[config.mk]
export PLATFORM = sky130hd
export DESIGN_NAME = dvfs_dispatch
export DESIGN_NICKNAME = d
export VERILOG_FILES = /design/src/rtl/dd_pkg.sv /design/src/rtl/dd_place.sv /design/src/rtl/dd_meter.sv /design/src/rtl/dvfs_dispatch.sv
export SDC_FILE = /design/constraint.sdc
export NUM_CORES = 1
export LEC_CHECK = 0
export ABC_AREA = 0
export BUFFER_PORTS_ARGS = -buffer_cell sky130_fd_sc_hd__buf_2
export CELL_PAD_IN_SITES_DETAIL_PLACEMENT = 0
export CELL_PAD_IN_SITES_GLOBAL_PLACEMENT = 1
export CORE_ASPECT_RATIO = 1.1
export CORE_MARGIN = 10
export CORE_UTILIZATION = 33
export CTS_BUF_LIST = sky130_fd_sc_hd__clkbuf_2
export CTS_CLUSTER_SIZE = 20
export DETAILED_ROUTE_END_ITERATION = 12
export MAX_ROUTING_LAYER = met4
export PLACE_DENSITY = 0.73
export SLEW_MARGIN = 20
export SYNTH_ARGS = -nofsm -noshare
export SYNTH_HDL_FRONTEND = slang
export SYNTH_SLANG_ARGS = --single-unit
[constraint.sdc]
create_clock -name clk -period 4.6 [get_ports clk]
set_input_delay 0.69 -clock clk [delete_from_list [all_inputs] [get_ports clk]]
set_output_delay 0.69 -clock clk [all_outputs]
set_load 0.05 [all_outputs]
[src/rtl/dd_pkg.sv]
package dd_pkg;

    typedef enum logic [1:0] {
        LVL_LO  = 2'd0,
        LVL_MID = 2'd1,
        LVL_HI  = 2'd2
    } lvl_e;

    localparam int NUM_LVL = 3;
    localparam int COST_W  = 12;

    function automatic lvl_e lvl_up(lvl_e l);
        case (l)
            LVL_LO:  return LVL_MID;
            default: return LVL_HI;
        endcase
    endfunction

    function automatic lvl_e lvl_dn(lvl_e l);
        case (l)
            LVL_HI:  return LVL_MID;
            default: return LVL_LO;
        endcase
    endfunction

    // per-cycle cost in 0.1 pJ units
    function automatic logic [COST_W-1:0] lvl_cost(lvl_e l);
        case (l)
            LVL_LO:  return 12'd1238;
            LVL_MID: return 12'd1863;
            default: return 12'd3492;
        endcase
    endfunction

endpackage

[src/rtl/dd_place.sv]
module dd_place
    import dd_pkg::*;
#(
    parameter int CNT_W = 4
) (
    input  logic [CNT_W-1:0] cnt_a_i,
    input  logic [CNT_W-1:0] cnt_b_i,
    input  lvl_e             lvl_i,
    input  logic             arr_i,
    input  logic             done_a_i,
    input  logic             done_b_i,
    output logic [CNT_W-1:0] cnt_a_o,
    output logic [CNT_W-1:0] cnt_b_o,
    output lvl_e             lvl_o,
    output logic             take_o,
    output logic             core_o,
    output logic             busy_o
);
    localparam logic [CNT_W-1:0] CMAX = '1;
    localparam logic [CNT_W-1:0] ONE  = 1;

    logic             ret_a, ret_b, tie;
    logic [CNT_W-1:0] ra, rb;
    lvl_e             rl;

    always_comb begin
        // completions first
        ret_a = done_a_i && (cnt_a_i != '0);
        ret_b = done_b_i && (cnt_b_i != '0);
        ra    = ret_a ? cnt_a_i - ONE : cnt_a_i;
        rb    = ret_b ? cnt_b_i - ONE : cnt_b_i;
        rl    = lvl_i;
        if ((ret_a || ret_b) && (ra == rb)) rl = lvl_dn(lvl_i);
        if ((ra == '0) && (rb == '0))       rl = LVL_LO;

        // then placement on the post-completion counts
        tie    = 1'b0;
        core_o = 1'b0;
        if (ra == '0)      core_o = 1'b0;
        else if (rb == '0) core_o = 1'b1;
        else if (ra < rb)  core_o = 1'b0;
        else if (rb < ra)  core_o = 1'b1;
        else               tie    = 1'b1;

        cnt_a_o = ra;
        cnt_b_o = rb;
        lvl_o   = rl;
        take_o  = 1'b0;
        busy_o  = 1'b0;
        if (arr_i) begin
            if ((core_o ? rb : ra) == CMAX) begin
                busy_o = 1'b1;
            end else begin
                take_o = 1'b1;
                if (core_o) cnt_b_o = rb + ONE;
                else        cnt_a_o = ra + ONE;
                if (tie) lvl_o = lvl_up(rl);
            end
        end
    end

endmodule

[src/rtl/dd_meter.sv]
module dd_meter
    import dd_pkg::*;
#(
    parameter int CYC_W = 32,
    parameter int EN_W  = 48
) (
    input  logic                            clk,
    input  logic                            rst_n,
    input  logic                            active_i,
    input  lvl_e                            lvl_i,
    output logic [NUM_LVL-1:0][CYC_W-1:0]   cyc_o,
    output logic [EN_W-1:0]                 energy_o
);
    localparam logic [CYC_W-1:0] CYC_ONE = 1;

    typedef struct packed {
        logic [NUM_LVL-1:0][CYC_W-1:0] cyc;
        logic [EN_W-1:0]               en;
    } mtr_t;

    mtr_t m_d, m_q;
    logic [EN_W-1:0] cost_ext;

    always_comb begin
        cost_ext = {{(EN_W-COST_W){1'b0}}, lvl_cost(lvl_i)};
        m_d      = m_q;
        if (active_i) begin
            m_d.en = m_q.en + cost_ext;
            for (int i = 0; i < NUM_LVL; i++) begin
                if (int'(lvl_i) == i) m_d.cyc[i] = m_q.cyc[i] + CYC_ONE;
            end
        end
    end

    always_ff @(posedge clk or negedge rst_n) begin
        if (!rst_n) m_q <= '0;
        else        m_q <= m_d;
    end

    assign cyc_o    = m_q.cyc;
    assign energy_o = m_q.en;

    p_energy_step_r9: assert property (@(posedge clk) disable iff (!rst_n)
        active_i |=> energy_o == $past(energy_o) + {{(EN_W-COST_W){1'b0}}, lvl_cost($past(lvl_i))});

    p_energy_idle_r9: assert property (@(posedge clk) disable iff (!rst_n)
        !active_i |=> $stable(energy_o) && $stable(cyc_o));

endmodule

[src/rtl/dvfs_dispatch.sv]
module dvfs_dispatch
    import dd_pkg::*;
#(
    parameter int ID_W  = 8,
    parameter int CNT_W = 4,
    parameter int CYC_W = 32,
    parameter int EN_W  = 48
) (
    input  logic             clk,
    input  logic             rst_n,
    input  logic             arr_valid,
    input  logic [ID_W-1:0]  arr_id,
    input  logic             done_a,
    input  logic             done_b,
    output logic             launch_valid,
    output logic             launch_core,
    output logic [ID_W-1:0]  launch_id,
    output logic             busy,
    output logic [1:0]       pwr_en,
    output logic [1:0]       freq_lvl,
    output logic [CYC_W-1:0] cyc_lo,
    output logic [CYC_W-1:0] cyc_mid,
    output logic [CYC_W-1:0] cyc_hi,
    output logic [EN_W-1:0]  energy
);
    localparam logic [CNT_W-1:0] CMAX = '1;

    typedef struct packed {
        logic [CNT_W-1:0] ca;
        logic [CNT_W-1:0] cb;
        lvl_e             lvl;
        logic             lv;
        logic             lc;
        logic [ID_W-1:0]  lid;
        logic             bsy;
    } st_t;

    st_t s_d, s_q;

    logic [CNT_W-1:0] pl_ca, pl_cb;
    lvl_e             pl_lvl;
    logic             pl_take, pl_core, pl_busy;

    dd_place #(.CNT_W(CNT_W)) u_place (
        .cnt_a_i  (s_q.ca),
        .cnt_b_i  (s_q.cb),
        .lvl_i    (s_q.lvl),
        .arr_i    (arr_valid),
        .done_a_i (done_a),
        .done_b_i (done_b),
        .cnt_a_o  (pl_ca),
        .cnt_b_o  (pl_cb),
        .lvl_o    (pl_lvl),
        .take_o   (pl_take),
        .core_o   (pl_core),
        .busy_o   (pl_busy)
    );

    always_comb begin
        s_d     = s_q;
        s_d.ca  = pl_ca;
        s_d.cb  = pl_cb;
        s_d.lvl = pl_lvl;
        s_d.lv  = pl_take;
        s_d.bsy = pl_busy;
        if (pl_take) begin
            s_d.lc  = pl_core;
            s_d.lid = arr_id;
        end
    end

    always_ff @(posedge clk or negedge rst_n) begin
        if (!rst_n) begin
            s_q     <= '0;
            s_q.lvl <= LVL_LO;
        end else begin
            s_q <= s_d;
        end
    end

    logic                          active;
    logic [NUM_LVL-1:0][CYC_W-1:0] cyc_all;

    assign active = (s_q.ca != '0) || (s_q.cb != '0);

    dd_meter #(.CYC_W(CYC_W), .EN_W(EN_W)) u_meter (
        .clk      (clk),
        .rst_n    (rst_n),
        .active_i (active),
        .lvl_i    (s_q.lvl),
        .cyc_o    (cyc_all),
        .energy_o (energy)
    );

    assign launch_valid = s_q.lv;
    assign launch_core  = s_q.lc;
    assign launch_id    = s_q.lid;
    assign busy         = s_q.bsy;
    assign pwr_en       = {s_q.cb != '0, s_q.ca != '0};
    assign freq_lvl     = s_q.lvl;
    assign cyc_lo       = cyc_all[0];
    assign cyc_mid      = cyc_all[1];
    assign cyc_hi       = cyc_all[2];

    p_lvl_legal_r7: assert property (@(posedge clk) disable iff (!rst_n)
        freq_lvl != 2'd3);

    p_idle_low_r5: assert property (@(posedge clk) disable iff (!rst_n)
        (pwr_en == 2'b00) |-> (freq_lvl == 2'd0));

    p_quiet_hold_r5: assert property (@(posedge clk) disable iff (!rst_n)
        (!arr_valid && !done_a && !done_b) |=> $stable(freq_lvl) && $stable(pwr_en) && !launch_valid);

    p_tie_raise_r4: assert property (@(posedge clk) disable iff (!rst_n)
        (arr_valid && !done_a && !done_b && s_q.ca == s_q.cb && s_q.ca != '0 && s_q.ca != CMAX)
        |=> launch_valid && !launch_core && (s_q.lvl == lvl_up($past(s_q.lvl))));

    p_full_refuse_r8: assert property (@(posedge clk) disable iff (!rst_n)
        (arr_valid && !done_a && !done_b && s_q.ca == CMAX && s_q.cb == CMAX)
        |=> busy && !launch_valid && $stable(freq_lvl));

    p_busy_excl_r11: assert property (@(posedge clk) disable iff (!rst_n)
        !(busy && launch_valid));

endmodule

==> results of run 1 <==
[how the worst min path moves through the flow]
stage | from | end | slack, ns
final | arr_id[0] | launch_id[0]$_DFFE_PN0P_ | 0.18
after global routing | arr_id[1] | launch_id[1]$_DFFE_PN0P_ | 0.07
after CTS | arr_id[4] | launch_id[4]$_DFFE_PN0P_ | 0.07
after detailed placement | u_meter.energy_o[47]$_DFFE_PN0N_ | u_meter.energy_o[47]$_DFFE_PN0N_ | 0.45
after global placement | u_meter.energy_o[47]$_DFFE_PN0N_ | u_meter.energy_o[47]$_DFFE_PN0N_ | 0.45
after floorplan | rst_n | busy$_DFF_PN0_ | 0.39
[cell usage after synthesis, types with 3 or more instances]
cell type	instances	area (sq um)
buf_4	10	75.1
and2_1	5	31.3
mux2_4	8	120
buf_6	3	33.8
nor4_1	12	75.1
a21o_1	3	22.5
nor2_1	42	158
inv_1	29	109
o21ai_1	3	15.0
xnor2_1	101	885
or3_1	3	18.8
a31oi_1	4	25.0
buf_2	3	15.0
ha_1	18	225
and4_1	10	87.6
nor3_1	34	170
a21oi_1	11	55.1
nand3_1	43	215
and3_1	19	119
dfrtp_1	165	4130
o211ai_1	3	22.5
nand2_1	81	304
o21ai_0	12	60.1
nand2b_1	6	37.5
nand4_1	21	131
clkbuf_1	6	22.5
nor2b_1	8	50.1
xor2_1	46	403
a21boi_0	4	30.0
or2_2	3	18.8
mux2_2	3	33.8
[flip-flops by register name, summed over array words and instances, names as in the netlist]
signal and count:
u_meter.energy_o 48, u_meter.cyc_o 96, launch_id 8, s_q 8, launch_valid 1, launch_core 1
freq_lvl 2, busy 1
[per-stage QoR]
stage	total power [uW]	instances	hold WS, ns	setup WS [ns]
final	5640	1263	0.181	0.750
after global placement	4900	1229	0.450	0.938
after floorplan	4270	760	0.394	1.10
after CTS	5720	1262	0.0688	0.771
after global routing	6050	1263	0.0744	0.554
after detailed placement	4920	1229	0.453	0.800
[layer usage]
| layer | wire length (microns) | global-route usage, % | vias up |
|---|---|---|---|
| met2 | 9560 | 21.0 | 134 |
| met1 | 9500 | 16.9 | 2979 |
| met3 | 1010 | 3.28 | 13 |
| met5 | 0 | - | - |
| li1 | - | - | 2965 |
| met4 | 286 | 4.21 | 0 |
[final cells by class]
cell class	instances	area share (%)
Inverter	31	1.22
Antenna cell	1	0.0263
Clock buffer	17	0.893
Timing Repair Buffer	182	9.94
Multi-Input combinational cell	542	39.1
Sequential cell	165	43.3
Tap cell	310	4.07
Clock inverter	15	1.43
[power groups by stage]
stage                     combinational (uW)  clock (uW)  sequential [uW]
after floorplan                         1800           0             2460
final                                   2910         768             1960
after global routing                    3180         865             2000
after detailed placement                2930           0             1990
after global placement                  2910           0             1990
after CTS                               2940         814             1960
[kinds of logic (layout without fill, tap and decap cells)]
| family | count (synthesis) | in the layout | share of synthesized area [%] |
|---|---|---|---|
| AOI/OAI and AO/OA | 63 | 63 | 5.84 |
| adders and majority gates | 19 | 19 | 3.02 |
| xor gates and xnor gates | 147 | 147 | 15.9 |
| and+or+nand+nor | 299 | 299 | 18.8 |
| DFF | 165 | 165 | 50.9 |
| muxes | 14 | 14 | 2.42 |
| other | 0 | 1 | 0 |
| buffers and inverters | 53 | 245 | 3.24 |
[critical path: stages (launching register included)]
cell and delay [ns]:
dfrtp_1 0.47, inv_1 0.07, ha_1 0.18, or3b_1 0.47
and2_4 0.23, xnor2_1 0.49, ha_1 0.27, a21boi_0 0.10
o221a_4 0.27, a311oi_4 0.45, o21bai_1 0.18, buf_4 0.25
mux2_4 0.32
[timing repair]
action	CTS	global route
setup endpoints to repair	0	0
hold buffers	1	0
hold endpoints to repair	69	0
==> metrics.md, run 1 <==
| Metric | Value |
|---|---|
| Worst slew margin | 31.0% |
| R2R setup slack | 0.75 ns |
| Num Clock Sinks | 165 |
| Core region area | 24300 sq um |
| Pins Over Slew Limit | 0 |
| Detailed placement HPWL | 15.4 mm |
| Yosys reg bits | 165 |
| Worst Path Arrival | 4.47 ns |
| Critical Path Sink Type | register |
| Die Wd | 170 microns |
| Status | finished clean |
| Via Count | 6091 |
| IR Drop Worst-Case VDD | 0.388 mV |
| Reg-to-Reg Start | s_q[13]$_DFF_PN0_ |
| Lkg Pwr | 0.00476 uW |
| # fillers | 2473 |
| Register area share after synthesis | 50.9% |
| FP Rows | 60 |
| Post-layout min period | 3.85 ns |
| Placer congestion estimate | 0.849 |
| Comb pwr share | 51.7% |
| # nets final | 971 |
| Most common cell after layout, fill and taps aside | buf_2 |
| Grt total ovfl | 0 |
| Post-CTS resize count | 0 |
| Sw Share | 49.1% |
| Reg area | 4130 sq um |
| Largest net degree at the start of global routing | 100 |
| Total track usage | 13.4% |
| Drt wl/cell | 16.1 microns |
| Async SR Flop Fraction | 100% |
| Number of enable flip-flop cells after synthesis | 0 |
| Max FO, Critical Path | 9 |
| Worst endpoint required time | 5.22 ns |
| Crit share post-route | 83.7% |
| PwrDens | 592 nW/um^2 |
| Top Ports | 172 |
| Total CTS buffers | 17 |
| R2R cell count | 12 |
| CP Launch Type | register |
| Vias/cell | 4.82 |
| YS warnings | 0 |
| Residual DRC | 0 |
| Clock power frac | 13.6% |
| Vias in the first global route | 6164 |
| Syn Inst Count | 760 |
| Cell variety after synth | 61 |
| Fmax | 260 MHz |
| Fraction of layout cells with a size suffix above 1 | 25.3% |
| Post-DP Area | 9300 sq um |
| Port buffer count | 171 |
| Pint | 2870 uW |
| Final Util | 39.2% |
| Max_cap viols | 0 |
| DRT antenna net count | 0 |
| Die area | 31300 sq um |
| Clock Latency Late Sink | 0.75 ns |
| Sum Neg Setup Slack | 0 ns |
| Max Root-Sink Buffers | 2 |
| Finished layout cell area | 9530 sq um |
| CP endpoint | launch_id[6]$_DFFE_PN0P_ |
| Netlist Area Pre-Place | 8120 sq um |
| Global-route wire length before repair | 33.3 mm |
| Sequential power share | 34.7% |
| Worst Tran Pin Value | 1.03 ns |
| Crit path launch | s_q[13]$_DFF_PN0_ |
| Initial DRC Count | 300 |
| Initial antenna violation count | 1 |
| Most frequent cells in the layout | buf_2 (170), dfrtp_1 (165), xnor2_1 (101), nand2_1 (81), xor2_1 (46) |
| Mean Syn Cell Area | 10.7 sq um |
| RSZ-0062 raised after global routing | no |
| H-tree depth | 4 |
| CTS tree | built |
| Final setup vio count | 0 |
| Drt pass-1 iters | 4 |
| Post-CTS Setup Bufs | 0 |
| Mapped Nets | 792 |
| Initial core utilization | 33.4% |
| Clk slew on worst S/H paths | 0.28 ns |
| R2r endpoint | launch_id[6]$_DFFE_PN0P_ |
| Setup Crit Path Kind | reg -> reg |
| Multi-input gate area | 3730 sq um |
| Clk_skew | 0.0603 ns |
| Sw Pwr | 2770 uW |
| Synth-to-layout area growth | 17.4% |
| Cells on Worst Hold Path | 2 |
| Chip Height | 184 microns |
| Final hold vios | 0 |
| Root Buffer | clkbuf_2 |
| Ys flop type | dfrtp_1 |
| Post-Route WL | 20.4 mm |
| HP Class | in -> reg |
Note: power is estimated with default switching activity, not from simulation.
==> run 2, diff against run 1 <==
Settings changed: ABC_AREA 0 to 1, PLACE_DENSITY 0.73 to 0.76.
Clock period 4.6 ns to 3.44 ns, I/O delays scaled along.
==> run 2 against run 1 <==
Net effect: core utilization increased by 0.26 points; clock power up 45%; routed wire length grew 20%; synthesized cell count increased by 39%; critical path type unchanged; largest power group unchanged.
==> metrics.md, run 2 <==
| Metric | Value |
|---|---|
| Setup Crit Path Kind | reg -> reg |
| Core region area | 27000 sq um |
| Comb pwr share | 47.5% |
| Top Ports | 172 |
| R2r endpoint | u_meter.energy_o[38]$_DFFE_PN0N_ |
| Lkg Pwr | 0.00531 uW |
| Crit path launch | freq_lvl[0]$_DFF_PN0_ |
| Most common cell after layout, fill and taps aside | nand2_1 |
| Yosys reg bits | 165 |
| Crit share post-route | 89.4% |
| Worst endpoint required time | 4.04 ns |
| # fillers | 2837 |
| FP Rows | 63 |
| Total CTS buffers | 17 |
| Final hold vios | 0 |
| Max Root-Sink Buffers | 2 |
| R2R setup slack | 0.37 ns |
| DRT antenna net count | 0 |
| Fmax | 325 MHz |
| Ys flop type | dfrtp_1 |
| H-tree depth | 4 |
| Mean Syn Cell Area | 8.61 sq um |
| Mapped Nets | 1088 |
| CTS tree | built |
| CP Launch Type | register |
| Grt total ovfl | 0 |
| Sw Pwr | 3470 uW |
| Root Buffer | clkbuf_2 |
| Register area share after synthesis | 45.4% |
| Vias in the first global route | 7594 |
| Die area | 34600 sq um |
| Fraction of the mapped netlist area in adder cells | 2.70% |
| Max FO, Critical Path | 5 |
| Yosys top cell area share | 45.4% |
| Syn Inst Count | 1056 |
| Max FFs per register | 96 |
| YS warnings | 0 |
| Top cells by area, synth | dfrtp_1 (45%), nand2_1 (10%), xor2_1 (8.2%) |
| Worst Tran Pin Value | 0.968 ns |
| Place WS | 0.378 ns |
| Largest family of logic cells by synthesized area | simple AND/OR/NAND/NOR gates |
| Status | finished clean |
| Pint | 3570 uW |
| Residual DRC | 0 |
| PwrDens | 660 nW/um^2 |
| Xor/xnor share of the synthesized area | 13.5% |
| Pins Over Slew Limit | 0 |
| Worst Path Arrival | 3.68 ns |
| Worst slew margin | 35.5% |
| Via Count | 7448 |
| Initial antenna violation count | 0 |
| Antenna cell count | 0 |
| Final hold slack | 0.303 ns |
| Final worst slack | 0.366 ns |
| Final setup vio count | 0 |
| Clk_skew | 0.0486 ns |
| Synth area leader | dfrtp_1 |
| Max_cap viols | 0 |
| Async SR Flop Fraction | 100% |
| HP Class | in -> reg |
| Critical Path Sink Type | register |
| Placer congestion estimate | 0.882 |
| Fraction of layout cells with a size suffix above 1 | 21.7% |
| Post-Synth Simple-Gate Area | 29.2% |
| Multi-input gate area | 4380 sq um |
| RSZ-0062 raised after global routing | no |
| CP endpoint | u_meter.energy_o[38]$_DFFE_PN0N_ |
| Top-count cell post-synth | nand2_1 |
| Post-Route WL | 24.5 mm |
| Synth-to-layout area growth | 17.3% |
| Compound-cell area share of the yosys netlist | 2.60% |
| Global-route wire length before repair | 39.7 mm |
| Initial DRC Count | 406 |
| Sequential power share | 36.7% |
| Reg area | 4130 sq um |
| Netlist Area Pre-Place | 9090 sq um |
| Drt wl/cell | 15.2 microns |
| Post-CTS Setup Bufs | 0 |
| Mux cell area share after synthesis | 0.124% |
| Num Clock Sinks | 165 |
| Clock Latency Late Sink | 0.72 ns |
| Die Wd | 178 microns |
| Post-layout min period | 3.07 ns |
| Sum Neg Setup Slack | 0 ns |
| Clk slew on worst S/H paths | 0.29 ns |
| Initial core utilization | 33.6% |
| Detailed placement HPWL | 19.1 mm |
| Largest net degree at the start of global routing | 100 |
| Reg-to-Reg Start | freq_lvl[0]$_DFF_PN0_ |
| Cell variety after synth | 45 |
| Port buffer count | 171 |
| Top post-synthesis cells by count | nand2_1 (244), dfrtp_1 (165), inv_1 (116) |
| Total power | 7040 uW |
| Vias/cell | 4.62 |
| R2R cell count | 17 |
| Drt pass-1 iters | 4 |
| Chip Height | 194 microns |
| Total track usage | 14.5% |
| Clock power frac | 15.8% |
| Most frequent cells in the layout | nand2_1 (244), buf_2 (170), dfrtp_1 (165), inv_1 (116), nor2_1 (104) |
| # nets final | 1274 |
| IR Drop Worst-Case VDD | 0.425 mV |
| Number of enable flip-flop cells after synthesis | 0 |
| Sw Share | 49.3% |
==> run 2: changes by cell type after synthesis, moves of 8 or more <==
cell and change:
and3_1 -18, and4_1 -10, inv_1 +87, mux2_4 -8, nand2_1 +163, nand2_2 +12, nand2_4 +8, nand4_1 +14
nor2_1 +63, nor2_2 +8, nor2b_1 -8, o21ai_0 +8, xnor2_1 -49, xor2_1 +39
==> run 2: what timing repair did <==
item                                    4_1_cts  5_1_grt
hold buffers                                 10        0
endpoints found under the setup margin        0        2
endpoints found under the hold margin       106        0
gates resized for setup                       0        1
==> run 2: worst max-delay path, stage by stage (launching register included) <==
cell and delay (ns):
dfrtp_1 0.48, inv_1 0.06, nor2_1 0.24, ha_1 0.22, inv_1 0.05, fa_1 0.37, nand2_1 0.08, nand2_1 0.08
o21ai_2 0.19, a21o_1 0.16, nand2_1 0.05, nand2_1 0.15, nand2_1 0.08, nor2_1 0.18, nand2_1 0.13, nor2_2 0.16
nand4_1 0.12, xnor2_1 0.15
==> run 2: cells by family (layout without fill, tap and decap cells) <==
kind of cell,count (synthesis),after routing
buf+inv,141,340
flops,165,165
mux,1,1
xor+xnor,138,138
simple gates,549,549
fa+ha+maj,19,19
compound gates,43,43
==> run 2: per-layer routing <==
metal | routed length (microns) | share of wire [%] | vias up | GRT usage, %
met5 | 0 | 0 | - | -
met4 | 256 | 1.0 | 0 | 3.39
met3 | 1720 | 7.0 | 20 | 4.07
li1 | - | - | 3743 | -
met1 | 11000 | 45 | 3525 | 17.8
met2 | 11500 | 47 | 160 | 23.1
==> run 2: worst min-delay path by stage <==
stage	from	endpoint	slack (ns)	depth (start not counted)
5_1_grt	done_a	s_q[17]$_DFF_PN0_	0.20	5
2_1_floorplan	rst_n	busy$_DFF_PN0_	0.22	0
3_3_place_gp	launch_core$_DFFE_PN0P_	launch_core$_DFFE_PN0P_	0.46	2
6_report	done_a	s_q[17]$_DFF_PN0_	0.30	5
4_1_cts	done_a	s_q[17]$_DFF_PN0_	0.17	5
3_5_place_dp	u_meter.cyc_o[63]$_DFFE_PN0P_	u_meter.cyc_o[63]$_DFFE_PN0P_	0.46	1
==> run 2: layout make-up <==
| class | count | share of cell area (%) |
|---|---|---|
| inverters | 124 | 4.36 |
| flip-flops and latches | 165 | 38.7 |
| multi-input cells | 750 | 41.1 |
| clock buffers | 19 | 0.892 |
| clock inverters | 13 | 1.40 |
| repair buffers | 184 | 9.35 |
| well taps | 357 | 4.19 |
==> run 2: through the flow <==
| stage | instances | util [%] | cell area (sq um) |
|---|---|---|---|
| floorplan | 1056 | - | 9090 |
| global placement | 1570 | 38.2 | 10300 |
| detailed placement | 1570 | 38.2 | 10300 |
| CTS | 1612 | 39.4 | 10700 |
| global route | 1612 | 39.4 | 10700 |
| finish | 1612 | 39.4 | 10700 |
==> run 2: power by group through the flow <==
stage          Combinational (uW)  Clock, uW  Sequential, uW
6_report                     3350       1110            2580
5_1_grt                      3720       1240            2640
4_1_cts                      3390       1170            2590
3_5_place_dp                 3370          0            2620
3_3_place_gp                 3350          0            2620
2_1_floorplan                2000          0            3270
==> run 3, diff against run 2 <==
Settings changed: ABC_CLOCK_PERIOD_IN_PS set to 3440, CELL_PAD_IN_SITES_DETAIL_PLACEMENT 0 to 1, RECOVER_POWER set to 50.
==> run 3 against run 2 <==
Net effect: the run now ends with capacitance limit, slew limit left; sequential share of layout area up 0.55 points; clock power down 8%; register-to-register slack about the same; core utilization down 0.55 points; die area unchanged; via count up 3.0%; clock skew up 0.0075 ns; sequential power about the same; critical endpoint unchanged; flip-flop and latch count unchanged; non-clock buffer count up 1; power down 0.64%; hold slack worse by 0.0082 ns.
==> metrics.md, run 3 (synthesis results as in run 2) <==
| Metric | Value |
|---|---|
| Total CTS buffers | 17 |
| H-tree depth | 4 |
| Max FO, Critical Path | 5 |
| Hold Path Origin | done_a |
| Largest net degree at the start of global routing | 100 |
| Vias/cell | 4.75 |
| Core region area | 27000 sq um |
| Initial core utilization | 33.6% |
| Worst endpoint required time | 4.06 ns |
| Most common cell after layout, fill and taps aside | nand2_1 |
| Worst path cell trace | inv_1, nor2_1, ha_1, inv_1, fa_1, nand2_1, nand2_1, o21ai_2, a21o_1, nand2_1, nand2_1, nand2_1, nor2_1, nand2_1, nor2_2, nand4_1, xnor2_1 |
| RSZ-0062 raised after global routing | no |
| # fillers | 3286 |
| Final hold slack | 0.295 ns |
| Total track usage | 15.7% |
| Drt wl/cell | 16.5 microns |
| Detailed placement HPWL | 21.0 mm |
| R2R setup slack | 0.37 ns |
| Critical Path Sink Type | register |
| Clock Latency Late Sink | 0.73 ns |
| CTS tree | built |
| Synth-to-layout area growth | 15.7% |
| Crit share post-route | 89.3% |
| Grt total ovfl | 0 |
| CP Launch Type | register |
| Via Count | 7669 |
| Final worst slack | 0.369 ns |
| Cells on Worst Hold Path | 5 |
| Die area | 34600 sq um |
| Clk slew on worst S/H paths | 0.31 ns |
| Chip Height | 194 microns |
| IR Drop Worst-Case VDD | 0.442 mV |
| Root Buffer | clkbuf_2 |
| Worst Path Arrival | 3.69 ns |
| Status | finished, violations left |
| # nets final | 1275 |
| Num Clock Sinks | 165 |
| Fraction of layout cells with a size suffix above 1 | 16.1% |
| Top Ports | 172 |
| Place WS | 0.319 ns |
| Worst path bufs/invs | 2 |
| Multi-input gate area | 4350 sq um |
| Initial antenna violation count | 0 |
| Die Wd | 178 microns |
| Vias in the first global route | 8237 |
| Placer congestion estimate | 0.882 |
| Hold EP | s_q[17]$_DFF_PN0_ |
| FP Rows | 63 |
| R2r endpoint | u_meter.energy_o[38]$_DFFE_PN0N_ |
| Reg area | 4130 sq um |
| Final setup vio count | 0 |
| Initial DRC Count | 371 |
| Most frequent cells in the layout | nand2_1 (247), dfrtp_1 (165), inv_1 (116), nor2_1 (106), buf_2 (104) |
| HP Class | in -> reg |
| Max Root-Sink Buffers | 2 |
| DRT antenna net count | 0 |
| PwrDens | 665 nW/um^2 |
| Sum Neg Setup Slack | 0 ns |
| Reg-to-Reg Start | freq_lvl[0]$_DFF_PN0_ |
| Final Util | 38.9% |
| Lkg Pwr | 0.00502 uW |
| Global-route wire length before repair | 43.2 mm |
| Port buffer count | 171 |
| Cell mode on critical path | nand2_1 |
| Clk_skew | 0.0560 ns |
| Drt pass-1 iters | 4 |
| R2R cell count | 17 |
| Post-layout min period | 3.07 ns |
| Post-Route WL | 26.6 mm |
| Max_cap viols | 1 |
| Slowest stage cell, crit path | dfrtp_1 |
| Final hold vios | 0 |
| Setup Crit Path Kind | reg -> reg |
| Slowest stage delay, CP | 0.45 ns |
| Failing checks | capacitance limit, slew limit |
| Antenna cell count | 0 |
| Pins Over Slew Limit | 99 |
| Fmax | 326 MHz |
| Worst slew margin | -75.1% |
| Worst Tran Pin Value | 2.63 ns |
| Residual DRC | 0 |
| Delay-heaviest family, CP | simple AND/OR/NAND/NOR gates |
| Max FFs per register | 96 |
[run 3: cell types whose count changed in the layout (fill, tap and decap cells not counted), sizes merged]
cell / previous run / this run
clkinvlp: 4 / 1
inv: 127 / 133
bufinv: 2 / 0
clkinv: 4 / 5
clkbuf: 19 / 85
buf: 174 / 107
[run 3: report_power, final]
part           internal (uW)  total, uW  leakage, uW  switching (uW)
sequential              2260       2580      0.00220             323
combinational            943       3390      0.00269            2450
clock                    216       1020     0.000134             807
[run 3: layer usage]
layer	share of wire, %	vias up	GRT usage [%]	wire length, microns
met4	1.2	0	3.27	314
li1	-	3742	-	-
met2	48	153	26.1	12900
met5	0	-	-	0
met3	6.5	22	4.50	1730
met1	44	3752	18.4	11700
[run 3: final cells by class]
type | count | area share (%)
Multi-Input combinational cell | 750 | 41.4
Sequential cell | 165 | 39.3
Timing Repair Buffer | 185 | 8.69
Inverter | 124 | 4.43
Tap cell | 357 | 4.25
Clock inverter | 15 | 1.15
Clock buffer | 17 | 0.809
[run 3: timing repair]
action,in CTS,in global routing
hold buffers,10,0
gates resized for setup,0,1
endpoints found under the setup margin,0,2
endpoints found under the hold margin,106,0
buffers inserted,0,1
[run 3: through the flow]
stage	instance area (sq um)	power, uW	cells
final	10500	6990	1613
after detailed placement	10300	6070	1570
after global placement	10300	5970	1570
after floorplan	9090	5270	1056
after CTS	10600	7150	1612
after global routing	10500	7570	1613
[run 3: worst max-delay path by stage]
stage	startpoint	end	cells past startpoint
2_1_floorplan	u_meter.energy_o[0]$_DFFE_PN0N_	u_meter.energy_o[26]$_DFFE_PN0N_	15
3_3_place_gp	freq_lvl[0]$_DFF_PN0_	u_meter.energy_o[38]$_DFFE_PN0N_	17
3_5_place_dp	freq_lvl[0]$_DFF_PN0_	u_meter.energy_o[26]$_DFFE_PN0N_	17
4_1_cts	freq_lvl[0]$_DFF_PN0_	u_meter.energy_o[38]$_DFFE_PN0N_	17
5_1_grt	freq_lvl[0]$_DFF_PN0_	u_meter.energy_o[26]$_DFFE_PN0N_	17
6_report	freq_lvl[0]$_DFF_PN0_	u_meter.energy_o[38]$_DFFE_PN0N_	17
[run 3: worst min-delay path: stages]
cell and delay [ns]:
buf_2 0.14, nand2_8 0.11, xor2_4 0.09, nand3_1 0.08, nand2_1 0.05
